**src/rtl/pwr_mode_pkg.sv**
```systemverilog
package pwr_mode_pkg;
  localparam int CFG_W   = 18;
  localparam int B_RXPD  = 5;
  localparam int B_TXPD  = 6;
  localparam int B_OUT0  = 7;
  localparam int B_OUT1  = 8;
  localparam int B_OUT2  = 9;
  localparam int B_MODE0 = 10;
  localparam int B_MODE1 = 11;

  typedef enum logic [1:0] {
    MODE_SW  = 2'b00,
    MODE_TA  = 2'b01,
    MODE_TB  = 2'b10,
    MODE_HW  = 2'b11
  } pm_mode_e;

  typedef struct packed {
    logic rx_en;
    logic tx_en;
    logic pll_en;
    logic out0;
    logic out1;
    logic out1_oe;
    logic out2;
    logic out2_oe;
  } pm_out_t;

  function automatic pm_mode_e mode_of(logic [CFG_W-1:0] c);
    return pm_mode_e'({c[B_MODE1], c[B_MODE0]});
  endfunction

  function automatic pm_out_t decode(logic ce, logic pllpd, logic rxpd_pin,
                                     logic txpd_pin, logic [CFG_W-1:0] c);
    pm_out_t o;
    pm_mode_e m;
    m = mode_of(c);
    o.out0    = c[B_OUT0];
    o.out1    = c[B_OUT1];
    o.out2    = c[B_OUT2];
    o.out1_oe = (m != MODE_HW);
    o.out2_oe = (m != MODE_HW);
    o.pll_en  = ce & ~pllpd;
    case (m)
      MODE_SW: begin
        o.rx_en = ce & ~c[B_RXPD];
        o.tx_en = ce & ~c[B_TXPD];
      end
      MODE_HW: begin
        o.rx_en = ce & ~rxpd_pin;
        o.tx_en = ce & ~txpd_pin;
      end
      default: begin
        o.rx_en = 1'b0;
        o.tx_en = 1'b0;
      end
    endcase
    return o;
  endfunction
endpackage

```
**src/rtl/pin_sync.sv**
```systemverilog
module pin_sync #(
  parameter int W      = 4,
  parameter int STAGES = 2
) (
  input  logic         clk,
  input  logic         rst_n,
  input  logic [W-1:0] d,
  output logic [W-1:0] q
);
  localparam int LAST = STAGES - 1;

  for (genvar b = 0; b < W; b++) begin : g_bit
    logic [STAGES-1:0] chain;
    always_ff @(posedge clk or negedge rst_n) begin
      if (!rst_n) chain <= '0;
      else        chain <= {chain[STAGES-2:0], d[b]};
    end
    assign q[b] = chain[LAST];
  end
endmodule

```
**src/rtl/ce_edge.sv**
```systemverilog
module ce_edge (
  input  logic clk,
  input  logic rst_n,
  input  logic ce_s,
  output logic reload
);
  logic ce_prev;
  logic rise;

  assign rise = ce_s & ~ce_prev;

  always_ff @(posedge clk or negedge rst_n) begin
    if (!rst_n) begin
      ce_prev <= 1'b0;
      reload  <= 1'b0;
    end else begin
      ce_prev <= ce_s;
      reload  <= rise;
    end
  end

  AST_RELOAD_SINGLE: assert property (@(posedge clk) disable iff (!rst_n)
    reload |=> !reload);
  AST_RELOAD_AFTER_HIGH: assert property (@(posedge clk) disable iff (!rst_n)
    reload |-> $past(ce_s));
endmodule

```
**src/rtl/enable_decode.sv**
```systemverilog
module enable_decode
  import pwr_mode_pkg::*;
(
  input  logic             clk,
  input  logic             rst_n,
  input  logic             ce_s,
  input  logic             pllpd_s,
  input  logic             rxpd_s,
  input  logic             txpd_s,
  input  logic [CFG_W-1:0] cfg,
  output pm_out_t          q
);
  pm_mode_e mode_now;
  assign mode_now = mode_of(cfg);

  always_ff @(posedge clk or negedge rst_n) begin
    if (!rst_n) q <= '0;
    else        q <= decode(ce_s, pllpd_s, rxpd_s, txpd_s, cfg);
  end

  AST_CE_LOW_OFF: assert property (@(posedge clk) disable iff (!rst_n)
    !ce_s |=> (!q.rx_en && !q.tx_en && !q.pll_en));
  AST_TEST_OFF: assert property (@(posedge clk) disable iff (!rst_n)
    (mode_now == MODE_TA || mode_now == MODE_TB) |=> (!q.rx_en && !q.tx_en));
  AST_HW_OE: assert property (@(posedge clk) disable iff (!rst_n)
    (mode_now == MODE_HW) |=> (!q.out1_oe && !q.out2_oe));
  AST_PLL_PIN: assert property (@(posedge clk) disable iff (!rst_n)
    pllpd_s |=> !q.pll_en);
endmodule

```
**src/rtl/pwr_mode_ctrl.sv**
```systemverilog
module pwr_mode_ctrl
  import pwr_mode_pkg::*;
#(
  parameter int SYNC_STAGES = 2
) (
  input  logic             clk,
  input  logic             rst_n,
  input  logic             chip_en,
  input  logic             pll_pd,
  input  logic             io1_in,
  input  logic             io2_in,
  input  logic [CFG_W-1:0] cfg,
  output logic             rx_en,
  output logic             tx_en,
  output logic             pll_en,
  output logic             out0_val,
  output logic             out1_val,
  output logic             out1_oe,
  output logic             out2_val,
  output logic             out2_oe,
  output logic             cnt_reload
);
  localparam int NPINS = 4;

  logic [NPINS-1:0] pins_s;
  logic ce_s, pllpd_s, rxpd_s, txpd_s;
  pm_out_t st;

  pin_sync #(.W(NPINS), .STAGES(SYNC_STAGES)) u_sync (
    .clk(clk), .rst_n(rst_n),
    .d({chip_en, pll_pd, io1_in, io2_in}),
    .q(pins_s)
  );
  assign {ce_s, pllpd_s, rxpd_s, txpd_s} = pins_s;

  ce_edge u_edge (.clk(clk), .rst_n(rst_n), .ce_s(ce_s), .reload(cnt_reload));

  enable_decode u_dec (
    .clk(clk), .rst_n(rst_n), .ce_s(ce_s), .pllpd_s(pllpd_s),
    .rxpd_s(rxpd_s), .txpd_s(txpd_s), .cfg(cfg), .q(st)
  );

  assign rx_en    = st.rx_en;
  assign tx_en    = st.tx_en;
  assign pll_en   = st.pll_en;
  assign out0_val = st.out0;
  assign out1_val = st.out1;
  assign out1_oe  = st.out1_oe;
  assign out2_val = st.out2;
  assign out2_oe  = st.out2_oe;

  AST_RELOAD_ENABLED: assert property (@(posedge clk) disable iff (!rst_n)
    cnt_reload |-> (pll_en || $past(pllpd_s)));
endmodule

```
**config.mk**
```make
export PLATFORM = sky130hd
export DESIGN_NAME = pwr_mode_ctrl
export DESIGN_NICKNAME = d
export VERILOG_FILES = /design/src/rtl/pwr_mode_pkg.sv /design/src/rtl/pin_sync.sv /design/src/rtl/ce_edge.sv /design/src/rtl/enable_decode.sv /design/src/rtl/pwr_mode_ctrl.sv
export SDC_FILE = /design/constraint.sdc
export NUM_CORES = 1
export LEC_CHECK = 0
export CORE_MARGIN = 2
export CORE_UTILIZATION = 33
export DETAILED_ROUTE_END_ITERATION = 8
export GPL_TIMING_DRIVEN = 0
export PLACE_DENSITY = 0.75
export SYNTH_ARGS = -nofsm -noshare
export SYNTH_HDL_FRONTEND = slang
export SYNTH_SLANG_ARGS = --single-unit
```
**constraint.sdc**
```tcl
create_clock -name clk -period 0.9 [get_ports clk]
set_input_delay 0.135 -clock clk [delete_from_list [all_inputs] [get_ports clk]]
set_output_delay 0.135 -clock clk [all_outputs]
set_load 0.05 [all_outputs]
```
After elaboration in Yosys (flattened, before gate mapping)
Index checks and enable logic that the tools add are counted.
{"block": "totals", "reg_bits": 17, "in_bits": 24, "output_inout_bits": 9, "elab_cells": 29}
{"block": "op_classes", "eq_ne": 2, "mux": 1, "bitwise": 12, "reduce_logical": 1}
{"op": "$and 1x1->1", "n": 6}
{"op": "$not 1->1", "n": 6}
{"op": "$pmux 2 s2", "n": 1}
{"op": "$eq 2x2->1 const B", "n": 1}
{"op": "$logic_not 2->1", "n": 1}
{"op": "$ne 2x2->1 const B", "n": 1}

Depth between registers and ports, before layout
Gate-level depths: netlist of run 1.
{"block": "depth", "word_depth": 3, "mapped_depth": 3, "depth_no_buf": 3}

Cells and area by module
From an unflattened synthesis of run 1, not the netlist that was laid out.
{"block": "hier_totals", "hier_cells": 31, "area_unflattened_um2": 534.3}
{"module": "enable_decode", "n_inst": 1, "cells_each": 16, "area_each_um2": 240.2, "seq_area_each_um2": 175.2}
{"module": "pin_sync", "n_inst": 1, "cells_each": 12, "area_each_um2": 230.2, "seq_area_each_um2": 200.2}
{"module": "ce_edge", "n_inst": 1, "cells_each": 3, "area_each_um2": 63.8, "seq_area_each_um2": 50.0}

Least setup slack after synthesis of run 1
Ideal clock, no wire load.
{"block": "synth_timing", "path_kind": "reg2out", "from": "reg u_dec.q[2] (netlist name)", "to": "out out2_oe", "arrival_ns": 0.886, "t_required_ns": 0.765, "path_slack_ns": -0.121, "stages_incl_launch_ff": 2, "n_path_buf": 1, "path_cell_list": "dfrtp_1 buf_4"}
{"element": "end, declared", "line": "pwr_mode_ctrl.sv:20", "source": "output logic out2_oe,"}

==> summary.md, run 1 <==
| Metric | Value |
|---|---|
| Finished Cell Area | 785 sq um |
| Max-slew violations | 0 |
| R2r startpoint | u_sync.g_bit[3].chain[1] |
| Outcome | finished with violations |
| Placed Instances | 63 |
| Final clock skew | between 0.002 and 0.003 ns |
| Initial Util | 0.367 |
| Initial DRC count | 0 |
| Congestion Overflow GR | 0 |
| Slowest CP cell | dfrtp_2 |
| Drt pass-1 iters | 1 |
| Diode count | 0 |
| Post-Syn Area | 495 sq um |
| Hold_ws | -0.116 ns |
| GR peak layer | met2 |
| Slew HR | 0.529 |
| Grt met2 use | 0.179 |
| Area Overhead vs Synth | 58.3% |
| Syn Inst Count | 27 |
| Failing checks | hold timing, setup timing |
| Met1 GRT Util | 0.115 |
| FF-to-FF End | u_dec.q[6] |
| Required @ worst endpoint | 0.76 ns |
| Routed Antenna Nets | 0 |
| Final weighted congestion in routability-driven placement | just under 0.6 |
| Number of CTS-inserted buffers | 3 |
| Vias in the first global route | 336 |
| Largest net degree at the start of global routing | 18 |
| Tcrit/Tclk final | 1.20 |
| Yosys warns | 0 |
| Share of the synthesized area in the top cell type | 0.859 |
| Met3 Track Usage GR | 0.0340 |
| Hold-fix buffers, CTS | 0 |
| CTS tree | built |
| Final Hold Fails | 17 |
| Wirelength, routed | 782 microns |
| All-Layer GR Usage | 0.111 |
| Layout cells sized above 1 | 0.346 |
| Synth area leader | dfrtp_1 |
| # rows | 13 |
| Slew of the pin with the lowest slew margin | roughly 0.70 ns |
| Core Util, Final | 0.581 |
| Min Tclk post-route | about 1.1 ns |
| Synthesized area per cell | about 18 sq um |
| Netlist cell types | 7 |
| Setup TNS | -0.615 ns |
| Number of remaining DRC errors | 0 |
| Worst Path Arrival | 0.94 ns |
| Number of max-cap violations | 0 |
| Wire per inst | 11.7 microns |
| Pwr dens | 1820 mW/mm^2 |
| RSZ-0062 raised after global routing | yes |
| Syn Nets | 52 |
| Antenna violations before repair | 0 |
| Post-synthesis register bit count | 17 |
| Port Buffers | 21 |
| Slowest stage delay, CP | between 0.4 and 0.5 ns |
| CP Capture Type | primary output |
| Die Span X | 42.8 microns |
| FMAX | 0.929 GHz |
| # IOs | 33 |
| Lkg Pwr | between 0.3 and 0.4 nW |
| Worst-path cell chain | buf_6 > buf_8 |
| Max VDD drop | between 0.8 and 0.9 mV |
| Clk Tree Root Cell | clkbuf_4 |
| Critical path class | flip-flop to primary output |
| Via total after detailed routing | between 200 and 300 |
| Area after DPL | 726 sq um |
| Nets | 78 |
| Global-route wire length before repair | 1.40 mm |
| Dominant cells by area after synthesis | dfrtp_1 86%, nor2b_1 5.1%, a211oi_1 3.0% |
| # clock sinks | 17 |
| CTS HTree Levels | 1 |
| Design Power | 0.00143 W |
| Core area | between 0.001 and 0.0015 sq mm |
| Final worst slack | -0.176 ns |
| Reg2reg path depth | 2 |
| Via density | between 4 and 5 |
| Worst skew pair latency | 0.28 ns |
| Die ar. | 0.00183 sq mm |
| Reg2Reg Setup Slack | 0.15 ns |
| Die Y | 42.8 microns |
| Max Root-Sink Buffers | 2 |
| Hold Crit Class | input pin to asynchronous set/reset pin |
| Clock slew at reported path FFs | about 0.090 ns |
| Cell Count, Final, Fillers Out | 67 |
| Final setup viols | 9 |
| CP Launch Type | flip-flop |
| Worst-path maximum fanout | 2 |
| Sequential share of the synthesized area | 0.859 |
==> cell usage after synthesis (all sizes together) <==
cell type  instances
a211oi             2
nor2b              4
buf                1
nand2b             1
dfrtp             17
ha                 1
inv                1
==> flip-flops by register name (all words and copies together) (netlist names) <==
register            flops
u_sync.g_bit.chain      8
u_dec.q                 7
u_edge.ce_prev          1
u_edge.reload           1
==> worst max-delay path, delay by kind of cell (launching register included) <==
family	cells	cell delay [ns]
flip-flops	1	0.41
buffers and inverters	2	0.25
==> cell families after synthesis <==
group,synth area share
DFF,0.859
buffers and inverters,0.0227
and+or+nand+nor,0.0631
adders and majority gates,0.0252
AOI/OAI and AO/OA,0.0303
==> where the power goes <==
group / switching (W) / leakage, nW / internal (W) / total [W]
Combinational: 0.000123 / 0.148 / 0.000105 / 0.000228
Sequential: 0.0000167 / 0.202 / 0.000803 / 0.000820
Clock: 0.000207 / 0.0150 / 0.000172 / 0.000379
Total: 0.000346 / 0.365 / 0.00108 / 0.00143
==> through the flow <==
stage	hold slack, ns	worst slack [ns]
floorplan	-0.161	0.0207
finish	-0.116	-0.176
detailed placement	0.335	-0.447
CTS	0.274	-0.192
global placement	0.333	-0.442
global route	-0.0606	-0.225
==> final cells by class <==
| cell class | instances | area, sq um |
|---|---|---|
| timing repair buffer | 21 | 219 |
| multi-input combinational | 8 | 78.8 |
| buffer | 1 | 11.3 |
| sequential | 17 | 427 |
| fill | 106 | 566 |
| inverter | 1 | 3.75 |
| clock buffer | 4 | 26.3 |
| tap | 15 | 18.8 |
==> cells in the final DEF (no fill, tap or decap) <==
cell              n
inv_1             1
buf_2             1
buf_8             1
clkdlybuf4s50_1   9
dlygate4sd2_1     2
dfrtp_1          16
dfrtp_2           1
a211oi_2          2
clkbuf_4          3
buf_6             8
dlymetal6s2s_1    1
nand2b_4          1
clkbuf_1          1
ha_2              1
nor2b_1           4
==> layer usage <==
metal | routed length (microns) | vias up | part of all wire
met4 | 6 | 0 | 0.0077
met5 | 0 | - | 0
li1 | - | 133 | -
met3 | 95 | 2 | 0.12
met2 | 387 | 20 | 0.49
met1 | 292 | 131 | 0.37
==> how the worst max path moves through the flow <==
stage / start / end / cells past startpoint
floorplan: u_dec.q[2] / out2_oe / 1
detailed placement: u_dec.q[2] / out2_oe / 2
CTS: u_dec.q[2] / out2_oe / 2
finish: u_dec.q[2] / out2_oe / 2
global placement: u_dec.q[2] / out2_oe / 2
global route: u_dec.q[2] / out2_oe / 2
==> timing repair <==
action / 4_1_cts / 5_1_grt
setup endpoints to repair: 11 / 11
resized for setup: 68 / 2
endpoints found under the hold margin: 0 / 17
pin swaps: 2 / 0
buffers inserted: 0 / 0
(Power assumes the default switching activity.)
==> run 2, diff against run 1 <==
- CORE_UTILIZATION: 33 -> 35
- CTS_BUF_LIST: unset -> sky130_fd_sc_hd__clkbuf_2
- PLACE_DENSITY: 0.75 -> 0.79
==> run 2 against run 1 <==
The run ends with setup timing left. Clock-buffer cell count is 1 lower. Die area is 5.2% lower. Via count is 3.1% higher. Register-to-register slack worse by 0.04 ns. Final cell count stayed put. Fmax is 3.1% lower. Worst hold slack better by 0.37 ns. Cell area is 2.1% lower. Combinational power is 2% lower. Critical path type unchanged.
==> summary.md, run 2 (synthesized netlist as in run 1, its figures left out) <==
| Metric | Value |
|---|---|
| Outcome | finished with violations |
| Failing checks | setup timing |
| # clock sinks | 17 (unchanged) |
| Port Buffers | 21 (unchanged) |
| Final clock skew | 0.0101 ns (+0.00714 ns) |
| Global-route wire length before repair | 1.41 mm (+0.50%) |
| Largest reg by FF count | u_sync.g_bit.chain |
| Pwr dens | 1780 mW/mm^2 (-2.0%) |
| Wire per inst | 11.1 microns (-5.0%) |
| All-Layer GR Usage | 0.115 (+0.00484) |
| R2r startpoint | u_sync.g_bit[3].chain[1] |
| Final worst slack | -0.211 ns (-0.0344 ns) |
| Worst skew pair latency | 0.28 ns (about the same) |
| Drt pass-1 iters | 1 (unchanged) |
| Hold Crit Class | input pin to asynchronous set/reset pin |
| Commonest non-fill, non-tap cell in the layout | dfrtp_1 |
| Largest net degree at the start of global routing | 18 (unchanged) |
| Setup WS pre-CTS | -0.479 ns (-0.0328 ns) |
| Routed Antenna Nets | 0 (unchanged) |
| Met3 Track Usage GR | 0.0522 (+0.0181) |
| Number of CTS-inserted buffers | 3 (unchanged) |
| Max FFs per register | 8 (unchanged) |
| Congestion Overflow GR | 0 (unchanged) |
| Die ar. | 0.00173 sq mm (-5.2%) |
| FMAX | 0.900 GHz (-3.1%) |
| Core area | 0.00132 sq mm (-2.4%) |
| Diode count | 0 (unchanged) |
| Reg2Reg Setup Slack | 0.11 ns (-0.04 ns) |
| CP Launch Type | flip-flop |
| Worst Path Arrival | 0.98 ns (+0.04 ns) |
| Final Hold Fails | 0 (-17) |
| # IOs | 33 (unchanged) |
| Vias in the first global route | 312 (-7.1%) |
| Die Y | 41.6 microns (-2.6%) |
| Die Span X | 41.6 microns (-2.6%) |
| Nets | 78 (unchanged) |
| Slew of the pin with the lowest slew margin | 0.708 ns (+0.00367 ns) |
| CP Capture Type | primary output |
| Clock slew at reported path FFs | 0.16 ns (+0.07 ns) |
| Placed Instances | 63 (unchanged) |
| Wirelength, routed | 743 microns (-5.0%) |
| Post-CTS Setup Inserts | 0 (unchanged) |
| Number of remaining DRC errors | 0 (unchanged) |
| GR peak layer | met2 |
| Min Tclk post-route | 1.11 ns (+0.0344 ns) |
| Max Root-Sink Buffers | 2 (unchanged) |
| Clk Tree Root Cell | clkbuf_2 |
| Met1 GRT Util | 0.115 (+0.000181) |
| Largest regs | u_sync.g_bit.chain x8, u_dec.q x7 |
| Cell Count, Final, Fillers Out | 67 (unchanged) |
| Max-slew violations | 0 (unchanged) |
| Tcrit/Tclk final | 1.23 (+0.0383) |
| Reg2reg path depth | 2 (unchanged) |
| Grt met2 use | 0.200 (+0.0212) |
| Final setup viols | 9 (unchanged) |
| CTS tree | built |
| Max VDD drop | 0.948 mV (+18%) |
| Via density | 4.40 (+3.1%) |
| Final weighted congestion in routability-driven placement | 0.598 (+1.8%) |
| # rows | 13 (unchanged) |
| Commonest cells after routing, fill and taps aside | 16 x dfrtp_1, 10 x clkdlybuf4s50_1, 8 x buf_6, 4 x nor2b_1, 3 x clkbuf_2 |
| RSZ-0062 raised after global routing | yes |
| Via total after detailed routing | 295 (+3.1%) |
| Slew HR | 0.526 (-0.00316) |
| Initial Util | 0.376 (+0.00906) |
| CTS HTree Levels | 1 (unchanged) |
| Hold-fix buffers, CTS | 0 (unchanged) |
| FF-to-FF End | u_dec.q[6] |
| Layout cells sized above 1 | 0.327 (-0.0192) |
| Antenna violations before repair | 0 (unchanged) |
| Required @ worst endpoint | 0.76 ns (about the same) |
| Critical path class | flip-flop to primary output |
| Number of max-cap violations | 0 (unchanged) |
| Lkg Pwr | 0.358 nW (-2.0%) |
| Worst-path maximum fanout | 2 (unchanged) |
| Area Overhead vs Synth | 55.1% |
| Initial DRC count | 0 (unchanged) |
[run 2: layer usage]
metal | up-vias | wire length, microns
li1 | 133 | -
met1 | 142 | 252
met2 | 20 | 418
met3 | 0 | 72
met4 | 0 | 0
met5 | - | 0
[run 2: critical path, cell delays in order, from the launching register on]
cell,delay (ns)
dfrtp_2,0.44
buf_6,0.12
buf_8,0.14
[run 2: area by class of cell]
cell class / instances / area (sq um)
Fill cell: 123 / 549
Timing Repair Buffer: 21 / 216
Clock inverter: 1 / 5.00
Sequential cell: 17 / 427
Clock buffer: 3 / 15.0
Multi-Input combinational cell: 8 / 71.3
Buffer: 1 / 11.3
Tap cell: 15 / 18.8
Inverter: 1 / 3.75
[run 2: what timing repair did]
action / CTS / global route
pin swaps: 2 / 0
endpoints found under the setup margin: 11 / 9
resized for setup: 67 / 0
[run 2: report_power, final]
part	leakage [nW]	switching [W]	total (W)	internal, W
logic	0.140	0.000120	0.000224	0.000104
clock network	0.0164	0.000224	0.000324	0.000101
registers	0.202	0.0000173	0.000821	0.000804
total	0.358	0.000361	0.00137	0.00101
[run 2: worst max path at each step]
stage / startpoint / slack [ns] / end
floorplan: u_dec.q[2] / 0.02 / out2_oe
global placement: u_dec.q[2] / -0.44 / out2_oe
detailed placement: cfg[10] / -0.48 / u_dec.q[7]
CTS: u_dec.q[2] / -0.23 / out2_oe
global route: u_dec.q[2] / -0.27 / out2_oe
finish: u_dec.q[2] / -0.21 / out2_oe
[run 2: per-stage QoR]
stage	util	total power, W	setup TNS, ns	area, sq um	hold slack [ns]
2_1_floorplan	-	0.000929	0	497	-0.161
3_3_place_gp	0.551	0.00104	-6.50	726	0.332
3_5_place_dp	0.551	0.00105	-7.25	726	0.338
4_1_cts	0.583	0.00139	-1.11	768	0.248
5_1_grt	0.583	0.00144	-1.49	768	0.228
6_report	0.583	0.00137	-0.915	768	0.249
==> run 3, diff against run 2 <==
--- a/config.mk
+++ b/config.mk
@@ -6,4 +6,5 @@
 export NUM_CORES = 1
 export LEC_CHECK = 0
+export ABC_AREA = 1
 export CORE_MARGIN = 2
 export CORE_UTILIZATION = 35
@@ -11,5 +12,6 @@
 export DETAILED_ROUTE_END_ITERATION = 8
 export GPL_TIMING_DRIVEN = 0
-export PLACE_DENSITY = 0.79
+export PLACE_DENSITY = 0.78
+export SKIP_CTS_REPAIR_TIMING = 1
 export SYNTH_ARGS = -nofsm -noshare
 export SYNTH_HDL_FRONTEND = slang
==> constraint.sdc (replaced) <==
create_clock -name clk -period 0.9 [get_ports clk]
set_input_delay 0.135 -clock clk [delete_from_list [all_inputs] [get_ports clk]]
set_output_delay 0.135 -clock clk [all_outputs]
set_load 0.02 [all_outputs]
==> run 3 against run 2 <==
The flow still finishes with violations (setup timing). Synthesized cell count rose by 26%. Fmax rose by 4.2%. Critical path type unchanged. Clock skew rose by 0.0054 ns. Highest routed layer is now met4. Worst setup slack better by 0.044 ns.
==> summary.md, run 3 <==
| Metric | Value |
|---|---|
| CTS tree | built |
| Final worst slack | -0.167 ns (+0.0443 ns) |
| Diode count | 0 (unchanged) |
| Antenna violations before repair | 0 (unchanged) |
| Critical path class | flip-flop to primary output |
| Die Y | 42.0 microns (+0.79%) |
| Max FFs per register | 8 (unchanged) |
| Commonest non-fill, non-tap cell in the layout | dfrtp_1 |
| Flip-flop and latch area | 425 sq um (-0.29%) |
| Largest net degree at the start of global routing | 18 (unchanged) |
| Via total after detailed routing | 329 (+12%) |
| Port Buffers | 21 (unchanged) |
| Syn Inst Count | 34 (+26%) |
| Clock share of power | 0.252 (+0.015) |
| Sw frac | 0.242 (-0.0216) |
| Post-Syn Area | 504 sq um (+1.8%) |
| FMAX | 0.938 GHz (+4.2%) |
| Slowest stage delay, CP | 0.41 ns (-0.03 ns) |
| Synthesized area per cell | 14.8 sq um (-19%) |
| Die Span X | 42.0 microns (+0.79%) |
| Worst-path maximum fanout | 2 (unchanged) |
| All-Layer GR Usage | 0.106 (-0.00926) |
| RSZ-0062 raised after global routing | yes |
| Commonest cells after routing, fill and taps aside | 17 x dfrtp_1, 12 x clkdlybuf4s50_1, 9 x buf_6, 6 x nor2_1, 5 x inv_1 |
| Setup TNS | -0.766 ns (+0.149 ns) |
| Final setup viols | 9 (unchanged) |
| HPWL Detailed | between 500 and 600 microns |
| Commonest cells post-synth | 17 x dfrtp_1, 6 x nor2_1, 5 x inv_1 |
| Number of synthesized flops with an enable pin | 0 (unchanged) |
| Cell Int Power | 0.00100 W (-0.55%) |
| Post-synthesis register bit count | 17 (unchanged) |
| Final clock skew | 0.0155 ns (+0.00536 ns) |
| Max-slew violations | 0 (unchanged) |
| Lkg Pwr | 0.380 nW (+6.1%) |
| Wire per inst | 10.1 microns (-8.7%) |
| Final weighted congestion in routability-driven placement | 0.644 (+7.5%) |
| Failing checks | setup timing |
| Worst skew pair latency | 0.30 ns (+0.02 ns) |
| Switch Pwr | 0.000320 W (-11%) |
| CP Launch Type | flip-flop |
| Hold Crit Class | input pin to asynchronous set/reset pin |
| Combinational Power Share | 0.129 (-0.034) |
| Required @ worst endpoint | 0.76 ns (about the same) |
| Nets | 85 (+9.0%) |
| Netlist cell types | 7 (unchanged) |
| Congestion Overflow GR | 0 (unchanged) |
| Sequential share of power | 0.619 (+0.019) |
| Worst-path cell chain | buf_6 > buf_6 |
| Wirelength, routed | 749 microns (+0.81%) |
| Slew HR | 0.529 (+0.00305) |
| Top_reg_cell synth | dfrtp_1 |
| Number of CTS-inserted buffers | 3 (unchanged) |
| Dominant cells by area after synthesis | dfrtp_1 84%, nor2_1 4.5%, inv_1 3.7% |
| Cell Count, Final, Fillers Out | 74 (+10%) |
| Area Overhead vs Synth | 52.6% |
| CP Capture Type | primary output |
| Drt pass-1 iters | 4 (+3) |
| # rows | 13 (unchanged) |
| Tcrit/Tclk final | 1.19 (-0.0492) |
| Syn Nets | 59 (+13%) |
| Top-count cell post-synth | dfrtp_1 |
| Yosys warns | 0 (unchanged) |
| Largest reg by FF count | u_sync.g_bit.chain |
| Clock slew at reported path FFs | 0.16 ns (about the same) |
| Synth area leader | dfrtp_1 |
| Global-route wire length before repair | 1.26 mm (-11%) |
| Hold_ws | 0.230 ns (-0.0194 ns) |
| Setup WS pre-CTS | -0.285 ns (+0.194 ns) |
| Max VDD drop | 0.919 mV (-3.1%) |
| Fillers | 128 (+4.1%) |
| Async set or reset register ratio after synthesis | 1.00 (unchanged) |
| Vias in the first global route | 335 (+7.4%) |
| Final Hold Fails | 0 (unchanged) |
| Pwr dens | 1720 mW/mm^2 (-3.5%) |
| Routed Antenna Nets | 0 (unchanged) |
| Initial DRC count | 6 (+6) |
| Outcome | finished with violations |
| Number of remaining DRC errors | 0 (unchanged) |
| # clock sinks | 17 (unchanged) |
| Share of the synthesized area in the top cell type | 0.844 (-0.0149) |
| Core area | 0.00132 sq mm (unchanged) |
| Largest regs | u_sync.g_bit.chain x8, u_dec.q x7 |
| CTS HTree Levels | 1 (unchanged) |
| Slew of the pin with the lowest slew margin | 0.704 ns (-0.00456 ns) |
| Die ar. | 0.00176 sq mm (+1.6%) |
| Max Root-Sink Buffers | 2 (unchanged) |
| # IOs | 33 (unchanged) |
| Sequential share of the synthesized area | 0.844 (-0.0149) |
| Multi-input logic area | 52.6 sq um (-26%) |
| Worst Path Arrival | 0.93 ns (-0.05 ns) |
| Via density | 4.45 (+0.98%) |
| Clk Tree Root Cell | clkbuf_2 |
| Number of max-cap violations | 0 (unchanged) |
| Slowest CP cell | dfrtp_1 |
| Layout cells sized above 1 | 0.220 (-0.107) |
| Initial Util | 0.383 (+0.00665) |
| Min Tclk post-route | 1.07 ns (-0.0443 ns) |
| Most common cell on crit path | buf_6 |
| Design Power | 0.00132 W (-3.4%) |
| Placed Instances | 70 (+11%) |
==> run 3: cell families after synthesis <==
group         synth area share
buf+inv                 0.0521
simple gates            0.0794
flops                    0.844
fa+ha+maj               0.0248
==> run 3: critical path, delay by kind of cell (launching register included) <==
family | cells | cell delay (ns)
buffers and inverters | 2 | 0.24
flip-flops | 1 | 0.41
==> run 3: power groups by stage <==
stage | logic (W) | clock network, W | registers, W
6_report | 0.000170 | 0.000334 | 0.000818
5_1_grt | 0.000184 | 0.000382 | 0.000824
4_1_cts | 0.000168 | 0.000355 | 0.000815
3_5_place_dp | 0.000168 | 0 | 0.000830
3_3_place_gp | 0.000164 | 0 | 0.000828
2_1_floorplan | 0.0000285 | 0 | 0.000854
==> run 3: final cells by class <==
class                           instances  area share
Clock buffer                            3      0.0195
Tap cell                               15      0.0244
Inverter                                5      0.0244
Buffer                                  1      0.0146
Timing Repair Buffer                   21       0.289
Multi-Input combinational cell         11      0.0683
Clock inverter                          1     0.00650
Sequential cell                        17       0.553
==> run 3: worst paths after layout <==
check / endpoint / cells past startpoint / startpoint / slack [ns]
max: out2_oe / 2 / u_dec.q[2] / -0.17
min: u_dec.q[3] / 1 / rst_n / 0.23
max reg2reg: u_dec.q[6] / 2 / u_sync.g_bit[3].chain[1] / 0.21
min reg2reg: u_sync.g_bit[1].chain[1] / 0 / u_sync.g_bit[1].chain[0] / 0.37
max in group asynchronous: u_dec.q[2] / 1 / rst_n / 0.21
min in group clk: u_sync.g_bit[2].chain[0] / 1 / pll_pd / 0.25
==> run 3: metal layers <==
metal / track usage / vias up / part of all wire
li1: - / 148 / -
met1: 0.0888 / 154 / 0.34
met2: 0.159 / 25 / 0.50
met3: 0.0652 / 2 / 0.14
met4: 0.116 / 0 / 0.015
met5: 0 / - / 0
==> run 3: per-stage QoR <==
stage                     utilization  area (sq um)
after CTS                       0.572           753
after detailed placement        0.557           733
final                           0.584           769
after floorplan                     -           504
after global placement          0.557           733
after global routing            0.584           769
